## src/rtl/led_drv_pkg.sv

```systemverilog
package led_drv_pkg;
  typedef enum logic [1:0] {
    ST_IDLE,
    ST_FETCH,
    ST_BIT,
    ST_RST
  } drv_state_e;
endpackage

```

## src/rtl/led_ref_timer.sv

```systemverilog
// Free-running reference counter; elapsed_o counts cycles since the last restart.
module led_ref_timer #(
  parameter int TW = 16
) (
  input  logic          clk_i,
  input  logic          rst_ni,
  input  logic          restart_i,
  output logic [TW-1:0] elapsed_o
);
  logic [TW-1:0] ref_q, stamp_q;

  always_ff @(posedge clk_i or negedge rst_ni) begin
    if (!rst_ni) begin
      ref_q   <= '0;
      stamp_q <= '0;
    end else begin
      ref_q <= ref_q + 1'b1;
      if (restart_i) stamp_q <= ref_q + 1'b1;
    end
  end

  assign elapsed_o = ref_q - stamp_q;
endmodule

```

## src/rtl/led_lane.sv

```systemverilog
module led_lane #(
  parameter int PIX_W = 24,
  parameter int TW    = 16,
  parameter int T0H   = 70,
  parameter int T1H   = 140
) (
  input  logic             clk_i,
  input  logic             rst_ni,
  input  logic             load_i,
  input  logic [PIX_W-1:0] data_i,
  input  logic             shift_i,
  input  logic             active_i,
  input  logic [TW-1:0]    elapsed_i,
  output logic             lane_o
);
  localparam logic [TW-1:0] T0H_C = TW'(T0H);
  localparam logic [TW-1:0] T1H_C = TW'(T1H);

  logic [PIX_W-1:0] sh_q;
  logic [TW-1:0]    thr;
  logic             lane_q;

  assign thr = sh_q[PIX_W-1] ? T1H_C : T0H_C;

  always_ff @(posedge clk_i or negedge rst_ni) begin
    if (!rst_ni) begin
      sh_q   <= '0;
      lane_q <= 1'b0;
    end else begin
      if (load_i)       sh_q <= data_i;
      else if (shift_i) sh_q <= {sh_q[PIX_W-2:0], 1'b0};
      // registered so every edge sits exactly on the reference grid
      lane_q <= active_i && (elapsed_i < thr);
    end
  end

  assign lane_o = lane_q;
endmodule

```

## src/rtl/led_par_driver.sv

```systemverilog
module led_par_driver
  import led_drv_pkg::*;
#(
  parameter int LANES   = 4,
  parameter int PIX_W   = 24,
  parameter int CNT_W   = 16,
  parameter int T0H     = 70,
  parameter int T1H     = 140,
  parameter int BIT_CYC = 250,
  parameter int UND_CYC = 8000,
  parameter int RST_CYC = 10000
) (
  input  logic                   clk_i,
  input  logic                   rst_ni,
  input  logic                   start_i,
  input  logic [CNT_W-1:0]       pix_count_i,
  input  logic                   fetch_valid_i,
  input  logic [LANES*PIX_W-1:0] fetch_data_i,
  output logic                   fetch_ready_o,
  output logic [CNT_W-1:0]       fetch_idx_o,
  output logic [LANES-1:0]       lane_o,
  output logic                   busy_o,
  output logic                   done_o,
  output logic                   underrun_o
);
  localparam int MAX_A   = (UND_CYC > RST_CYC) ? UND_CYC : RST_CYC;
  localparam int MAX_CYC = (MAX_A > BIT_CYC) ? MAX_A : BIT_CYC;
  localparam int TW      = $clog2(MAX_CYC + 1) + 1;
  localparam int BW      = $clog2(PIX_W);
  localparam logic [TW-1:0] BIT_LAST = TW'(BIT_CYC - 1);
  localparam logic [TW-1:0] UND_LAST = TW'(UND_CYC - 1);
  localparam logic [TW-1:0] RST_LAST = TW'(RST_CYC - 1);
  localparam logic [BW-1:0] BIT_TOP  = BW'(PIX_W - 1);

  drv_state_e       state_q, state_d;
  logic [BW-1:0]    bit_q, bit_d;
  logic [CNT_W-1:0] pix_q, pix_d, cnt_q, cnt_d;
  logic             pend_q, pend_d;
  logic             done_d, undr_d, done_q, undr_q;
  logic [TW-1:0]    elapsed;
  logic             bit_end, restart, load;

  led_ref_timer #(.TW(TW)) u_timer (
    .clk_i    (clk_i),
    .rst_ni   (rst_ni),
    .restart_i(restart),
    .elapsed_o(elapsed)
  );

  assign bit_end = (state_q == ST_BIT) && (elapsed == BIT_LAST);
  assign load    = (state_q == ST_FETCH) && fetch_valid_i;
  assign restart = (state_d != state_q) || bit_end;

  always_comb begin
    state_d = state_q;
    bit_d   = bit_q;
    pix_d   = pix_q;
    cnt_d   = cnt_q;
    pend_d  = pend_q;
    done_d  = 1'b0;
    undr_d  = 1'b0;
    unique case (state_q)
      ST_IDLE: begin
        if (start_i && (pix_count_i != '0)) begin
          state_d = ST_FETCH;
          pix_d   = '0;
          cnt_d   = pix_count_i;
        end
      end
      ST_FETCH: begin
        if (fetch_valid_i) begin
          state_d = ST_BIT;
          bit_d   = '0;
        end else if (elapsed == UND_LAST) begin
          state_d = ST_RST;
          pend_d  = 1'b1;
          undr_d  = 1'b1;
        end
      end
      ST_BIT: begin
        if (bit_end) begin
          if (bit_q == BIT_TOP) begin
            if (pix_q == cnt_q - 1'b1) begin
              state_d = ST_RST;
            end else begin
              state_d = ST_FETCH;
              pix_d   = pix_q + 1'b1;
            end
          end else begin
            bit_d = bit_q + 1'b1;
          end
        end
      end
      ST_RST: begin
        if (elapsed == RST_LAST) begin
          if (pend_q) begin
            state_d = ST_FETCH;
            pix_d   = '0;
            pend_d  = 1'b0;
          end else begin
            state_d = ST_IDLE;
            done_d  = 1'b1;
          end
        end
      end
      default: state_d = ST_IDLE;
    endcase
  end

  always_ff @(posedge clk_i or negedge rst_ni) begin
    if (!rst_ni) begin
      state_q <= ST_IDLE;
      bit_q   <= '0;
      pix_q   <= '0;
      cnt_q   <= '0;
      pend_q  <= 1'b0;
      done_q  <= 1'b0;
      undr_q  <= 1'b0;
    end else begin
      state_q <= state_d;
      bit_q   <= bit_d;
      pix_q   <= pix_d;
      cnt_q   <= cnt_d;
      pend_q  <= pend_d;
      done_q  <= done_d;
      undr_q  <= undr_d;
    end
  end

  for (genvar g = 0; g < LANES; g++) begin : g_lane
    led_lane #(
      .PIX_W(PIX_W),
      .TW   (TW),
      .T0H  (T0H),
      .T1H  (T1H)
    ) u_lane (
      .clk_i    (clk_i),
      .rst_ni   (rst_ni),
      .load_i   (load),
      .data_i   (fetch_data_i[g*PIX_W +: PIX_W]),
      .shift_i  (bit_end),
      .active_i (state_q == ST_BIT),
      .elapsed_i(elapsed),
      .lane_o   (lane_o[g])
    );
  end

  assign fetch_ready_o = (state_q == ST_FETCH);
  assign fetch_idx_o   = pix_q;
  assign busy_o        = (state_q != ST_IDLE);
  assign done_o        = done_q;
  assign underrun_o    = undr_q;
endmodule

```

## config.mk

```make
export PLATFORM = sky130hd
export DESIGN_NAME = led_par_driver
export DESIGN_NICKNAME = d
export VERILOG_FILES = /design/src/rtl/led_drv_pkg.sv /design/src/rtl/led_ref_timer.sv /design/src/rtl/led_lane.sv /design/src/rtl/led_par_driver.sv
export SDC_FILE = /design/constraint.sdc
export NUM_CORES = 1
export LEC_CHECK = 0
export BUFFER_PORTS_ARGS = -buffer_cell sky130_fd_sc_hd__buf_2
export CORE_ASPECT_RATIO = 1.75
export CORE_MARGIN = 2
export CORE_UTILIZATION = 50
export DETAILED_ROUTE_END_ITERATION = 16
export GPL_TIMING_DRIVEN = 0
export PLACE_DENSITY = 0.81
export SETUP_SLACK_MARGIN = 0.1
export SYNTH_ARGS = -nofsm -noshare
export SYNTH_HDL_FRONTEND = slang
export SYNTH_SLANG_ARGS = --single-unit
```

## constraint.sdc

```tcl
create_clock -name clk_i -period 7.6 [get_ports clk_i]
set_input_delay 0.76 -clock clk_i [delete_from_list [all_inputs] [get_ports clk_i]]
set_output_delay 0.76 -clock clk_i [all_outputs]
set_load 0.01 [all_outputs]
```

# ---- Word-level counts from Yosys, hierarchy flattened
# Index checks and enable logic that the tools add are counted.
dict set report op_classes {
  mul 0
  n_addsub 5
  mux 42
  order_cmp 4
  shift 0
  bitwise_logic 0
  n_eq_ne 19
  reduce_logical 19
  div 0
}
# cell count
set ops {}
lappend ops {{$mux 24} 8}
lappend ops {{$mux 16} 6}
lappend ops {{$lt 15x15->1} 4}
lappend ops {{$pmux 16 s3} 1}
lappend ops {{$mux 8} 4}
lappend ops {{$ne 2x2->1 const B} 9}
lappend ops {{$add 16x1->16 const B} 1}
lappend ops {{$eq 16x16->1} 1}
lappend ops {{$reduce_bool 16->1} 1}
lappend ops {{$sub 16x1->16 const B} 1}
lappend ops {{$add 15x1->15 const B} 1}
lappend ops {{$eq 15x13->1 const B} 1}
lappend ops {{$eq 15x14->1 const B} 1}
lappend ops {{$eq 15x8->1 const B} 1}
lappend ops {{$mux 5} 3}
lappend ops {{$sub 15x15->15} 1}
lappend ops {{$mux 2} 7}
lappend ops {{$mux 1} 10}
lappend ops {{$pmux 5 s2} 1}
lappend ops {{$pmux 2 s4} 1}
lappend ops {{$reduce_and 4->1} 2}
lappend ops {{$reduce_bool 2->1} 4}
lappend ops {{$logic_and 1x1->1} 7}
lappend ops {{$reduce_and 7->1} 1}
lappend ops {{other kinds (11)} 12}
dict set report totals {
  romBits 0
  inputBits 116
  elab_cells 106
  reg_bits 172
  mem_count 0
  mem_bits_rw 0
  latchBits 0
}

# ---- Longest topological paths before layout
dict set report depth {
  depth_word 8
  ltp_mapped 16
  depth_no_buf 13
}

# ---- Hierarchy
# A second synthesis with hierarchy kept.
dict set report hier_totals {
  hier_cells 989
  hier_area_um2 9784.4
}
# mod instances seq_area_each_um2 area_per_inst_um2 cells_per_inst
set modules_own_cells {}
lappend modules_own_cells {led_lane 4 625.6 1251.2 118}
lappend modules_own_cells {led_par_driver 1 1051.0 2736.4 303}
lappend modules_own_cells {led_ref_timer 1 750.7 2043.2 214}

# ---- Worst setup path before layout
# No wires, ideal clock.
dict set report synth_path {
  path_kind {register -> register}
  start {register u_timer.ref_q[0]}
  end {register pix_q[10] (netlist: fetch_idx_o[10])}
  t_required_ns 7.522
  n_path_buf 2
  setup_time_ns 0.078
  slack_ns 3.483
  path_stages_with_launch 16
  arrival_time_ns 4.039
  cell_sequence {dfrtp_1 inv_1 ha_1 fa_1 nor2b_1 o2111a_1 nor2_4 xnor2_1 or4b_1 or4_1 or3_1 buf_2 a31o_1 buf_6 or4_1 a21oi_1}
}
dict set report synth_via {
  elab_chain_cells 5
  elab_cells_between_ends 7
}
# item line_no
set synth_lines {}
lappend synth_lines {{start: declaration} led_ref_timer.sv:10} ;# logic [TW-1:0] ref_q, stamp_q;
lappend synth_lines {{start signal: assignment} led_ref_timer.sv:17} ;# ref_q <= ref_q + 1'b1;
lappend synth_lines {{$sub 15x15->15 (*)} led_ref_timer.sv:22} ;# assign elapsed_o = ref_q - stamp_q;
lappend synth_lines {{$eq 15x8->1} led_par_driver.sv:50} ;# assign bit_end = (state_q == ST_BIT) && (elapsed == BIT_LAST);
lappend synth_lines {{$logic_and 1x1->1} led_par_driver.sv:50}
lappend synth_lines {{$ne 2x2->1 (no line)} -}
lappend synth_lines {{$reduce_and 7->1 (no line) (*)} -}
lappend synth_lines {{end signal: assignment} led_par_driver.sv:122} ;# pix_q <= pix_d;
lappend synth_lines {{end: declaration} led_par_driver.sv:37} ;# logic [CNT_W-1:0] pix_q, pix_d, cnt_q, cnt_d;
# Mark *: on every way between the ends. The rest lies on a longest branch, timed or not.
# A chain may end at the register's enable or synchronous reset.

# ---- Worst setup path in the final report
dict set report layout_path {
  start {register u_timer.ref_q[0]}
  end {register g_lane[0].u_lane.sh_q[9]}
}
dict set report layout_via {
  elab_chain_cells 4
}
# item line_no
set layout_lines {}
lappend layout_lines {{$sub 15x15->15} led_ref_timer.sv:22}
lappend layout_lines {{$eq 15x8->1} led_par_driver.sv:50}
lappend layout_lines {{$logic_and 1x1->1} led_par_driver.sv:50}
lappend layout_lines {{$reduce_bool 2->1 (no line)} -}
lappend layout_lines {{end signal: assignment} led_lane.sv:30} ;# if (load_i) sh_q <= data_i;
lappend layout_lines {{end signal: assignment} led_lane.sv:31} ;# else if (shift_i) sh_q <= {sh_q[PIX_W-2:0], 1'b0};
lappend layout_lines {{end: declaration} led_lane.sv:19} ;# logic [PIX_W-1:0] sh_q;
# No other way between the ends.

==> results.py <==
metrics = {
    "place": {
        "port_buffers": 139,
        "dpl_cell_area_sq_um": 10230,
        "hpwl_mm": 16.81,
        "gp_congestion": 0.8703,
    },
    "grt": {
        "grt_pass1_wl_mm": 37.78,
        "grt_antenna_before_repair": 2,
        "overflow": 0,
        "grt_pass1_vias": 8155,
        "grt_max_degree": 118,
        "grtUsageTotal": 0.2426,
    },
    "final_layout": {
        "finalCoreUtilization": 0.6024,
        "syn2layout_area_growth_pct": 18.34,
        "stdcell_area_sq_um": 10880,
        "final_nets": 1284,
        "mostFrequentLayoutCells": "216 x nand2_1, 172 x dfrtp_1, 140 x buf_2",
        "final_layout_size_suffix_gt1_frac": 0.1758,
        "final_common_cell": "nand2_1",
    },
    "timing": {
        "slew_headroom": 0.3939,
        "slew_violations": 0,
        "finalHoldViolCount": 0,
        "rsz0062_at_grt": "false",
        "fin_setup_tns_ns": 0,
        "worst_pin_slew_ns": 0.8966,
        "finalSetupViolCount": 0,
        "fmax_mhz": 199.1,
        "period_minus_slack_ns": 5.023,
        "fin_crit_sh": 0.6610,
        "skew_ns": 0.009806,
        "whs_ns": 0.2387,
    },
    "clocking": {
        "clkSinkCount": 172,
        "worstSkewPairLatency_ns": 0.44,
        "cts_buffer_depth": 2,
        "post_cts_resized": 0,
        "cts_buffers": 17,
        "post_cts_buffers": 0,
        "cts_tree": "done",
        "holdBufCountCts": 0,
        "cts_max_level": 4,
        "root_buffer": "clkbuf_16",
        "clkTransAtPathRegs_ns": 0.07,
    },
    "critical_path": {
        "cp-start-kind": "flip-flop",
        "path_class": "flip-flop to flip-flop",
        "required_ns": 7.97,
        "critPathCaptureType": "flip-flop",
        "rr_startpoint": "u_timer.ref_q[0]$_DFF_PN0_",
        "crit_arrival_ns": 5.40,
        "r2r_cells": 15,
        "r2r-end": "g_lane[0].u_lane.sh_q[9]$_DFFE_PN0P_",
        "critPathMaxFanout": 10,
        "rrSetupSlack_ns": 2.58,
    },
    "pwr": {
        "finalPower_mw": 3.624,
        "powerDensity_nw_per_um2": 333.2,
        "intPower_mw": 2.330,
        "pwr-share-seq": 0.392,
        "leakagePower_nw": 5.226,
        "combPwrFrac": 0.347,
        "p_clk_frac": 0.261,
        "switching_share": 0.3569,
        "peakVddDrop_mv": 0.2432,
        "p_sw_mw": 1.293,
    },
    "route": {
        "drt_iter0_markers": 462,
        "postRouteAntennaNets": 0,
        "drc": 0,
        "routed_wl_mm": 22.77,
        "first_pass_iters": 5,
        "avgViaCountPerCell": 5.745,
        "wl_per_cell_um": 16.44,
        "vias": 7957,
    },
    "synth": {
        "synth-adder-area-share": 0.04302,
        "synth_area_per_cell_sq_um": 9.406,
        "yosys-mux-area-fraction": 0.04561,
        "synth-main-ff-cell": "dfrtp_1",
        "synthSimpleGateAreaFrac": 0.1917,
        "syn-cell-area_sq_um": 9190,
        "ys_seq_area_frac": 0.4683,
        "synth_edf_count": 0,
        "syn_nets": 1124,
        "synthXorXnorAreaFrac": 0.04098,
        "ys.warnings.count": 0,
        "synth_cells": 977,
        "synth_seq_cells": 172,
        "synth_top_family_by_area": "simple AND/OR/NAND/NOR gates",
        "synth.distinct_cells": 64,
        "async_flop_share": 1.000,
        "synth_compound_area_frac": 0.1709,
    },
    "die": {
        "die-height_um": 183.3,
        "core_sq_um": 18050,
        "initial_utilization": 0.5090,
        "dieWidth_um": 106.5,
        "io_pins": 140,
        "dieArea_sq_um": 19520,
        "rows": 65,
    },
    "flow_run": {
        "maxCapViolCount": 0,
    },
    "min_path": {
        "hp-class": "input pin to asynchronous set/reset pin",
    },
    "run_status": {
        "status": "complete, no violations",
    },
}
[power groups by stage]
| stage | clock (mW) | combinational (mW) | sequential (mW) |
|---|---|---|---|
| finish | 0.945 | 1.26 | 1.42 |
| global placement | 0 | 1.19 | 1.42 |
| floorplan | 0 | 0.949 | 1.37 |
| detailed placement | 0 | 1.25 | 1.43 |
| CTS | 0.956 | 1.26 | 1.42 |
| global route | 0.994 | 1.42 | 1.46 |
[layer usage]
metal / vias up / routed length, um / GRT usage
met3: 43 / 837 / 0.04087
met2: 203 / 12350 / 0.4515
met4: 0 / 595 / 0.1003
met5: - / 0 / 0
met1: 3872 / 8984 / 0.2701
li1: 3839 / - / -
[worst max path at each step]
stage,slack [ns],to,startpoint
3_5_place_dp,2.68,g_lane[3].u_lane.sh_q[22]$_DFFE_PN0P_,u_timer.ref_q[0]$_DFF_PN0_
5_1_grt,2.08,g_lane[0].u_lane.sh_q[9]$_DFFE_PN0P_,u_timer.ref_q[0]$_DFF_PN0_
3_3_place_gp,2.39,u_timer.stamp_q[4]$_DFFE_PN0P_,u_timer.ref_q[0]$_DFF_PN0_
4_1_cts,2.63,g_lane[0].u_lane.sh_q[9]$_DFFE_PN0P_,u_timer.ref_q[0]$_DFF_PN0_
2_1_floorplan,3.48,fetch_idx_o[10]$_DFFE_PN0P_,u_timer.ref_q[0]$_DFF_PN0_
6_report,2.58,g_lane[0].u_lane.sh_q[9]$_DFFE_PN0P_,u_timer.ref_q[0]$_DFF_PN0_
[metrics by stage]
| stage | worst slack (ns) | cells |
|---|---|---|
| floorplan | 3.483 | 977 |
| global placement | 2.391 | 1350 |
| detailed placement | 2.683 | 1352 |
| CTS | 2.631 | 1383 |
| global route | 2.082 | 1385 |
| finish | 2.577 | 1385 |
[worst max-delay path, stage by stage, from the launching register on]
cell      delay, ns
dfrtp_1        0.43
inv_1          0.11
ha_1           0.21
fa_1           0.42
nor2b_1        0.22
o2111a_1       0.31
nor2_4         0.05
o221ai_1       0.34
nand3_1        0.18
nor4b_1        0.78
and3_1         0.27
clkbuf_1       0.40
clkbuf_1       0.55
clkbuf_1       0.46
a22oi_1        0.15
nand2_1        0.09
[cells in the mapped netlist, drive strengths merged (11+ instances only)]
cell	n	share of area
a21oi	35	0.019
a22oi	85	0.069
ha	30	0.041
dfrtp	172	0.47
or3	11	0.0075
xnor2	27	0.026
and3	11	0.0075
or4	18	0.015
inv	30	0.012
nor2	30	0.013
o21ai	35	0.019
mux2	31	0.038
clkbuf	47	0.019
nand2	216	0.088
xor2	16	0.015
nor3	17	0.0093
nand3	27	0.015
[registers in the layout, indices dropped and copies added, names as in the netlist, 2 cells and up]
register and cells:
cnt_q 16, fetch_idx_o 16, u_timer.stamp_q 15, g_lane.u_lane.sh_q 96, g_lane.u_lane.lane_o 4, bit_q 5
state_q 2, u_timer.ref_q 15
[cells by family after synthesis]
family	after synthesis
muxes	38
xor gates and xnor gates	43
adders and majority gates	31
buffers and inverters	88
and+or+nand+nor	378
DFF	172
AOI/OAI and AO/OA	227
[cell type report]
cell class / count / area (sq um)
Buffer: 57 / 246.5
Clock buffer: 21 / 480.5
Tap cell: 234 / 292.8
Sequential cell: 172 / 4304
Antenna cell: 2 / 5.005
Fill cell: 1525 / 7179
Timing Repair Buffer: 141 / 740.7
Clock inverter: 10 / 160.2
Multi-Input combinational cell: 717 / 4529
Inverter: 31 / 116.4
Power figures use the tool's default switching activity.
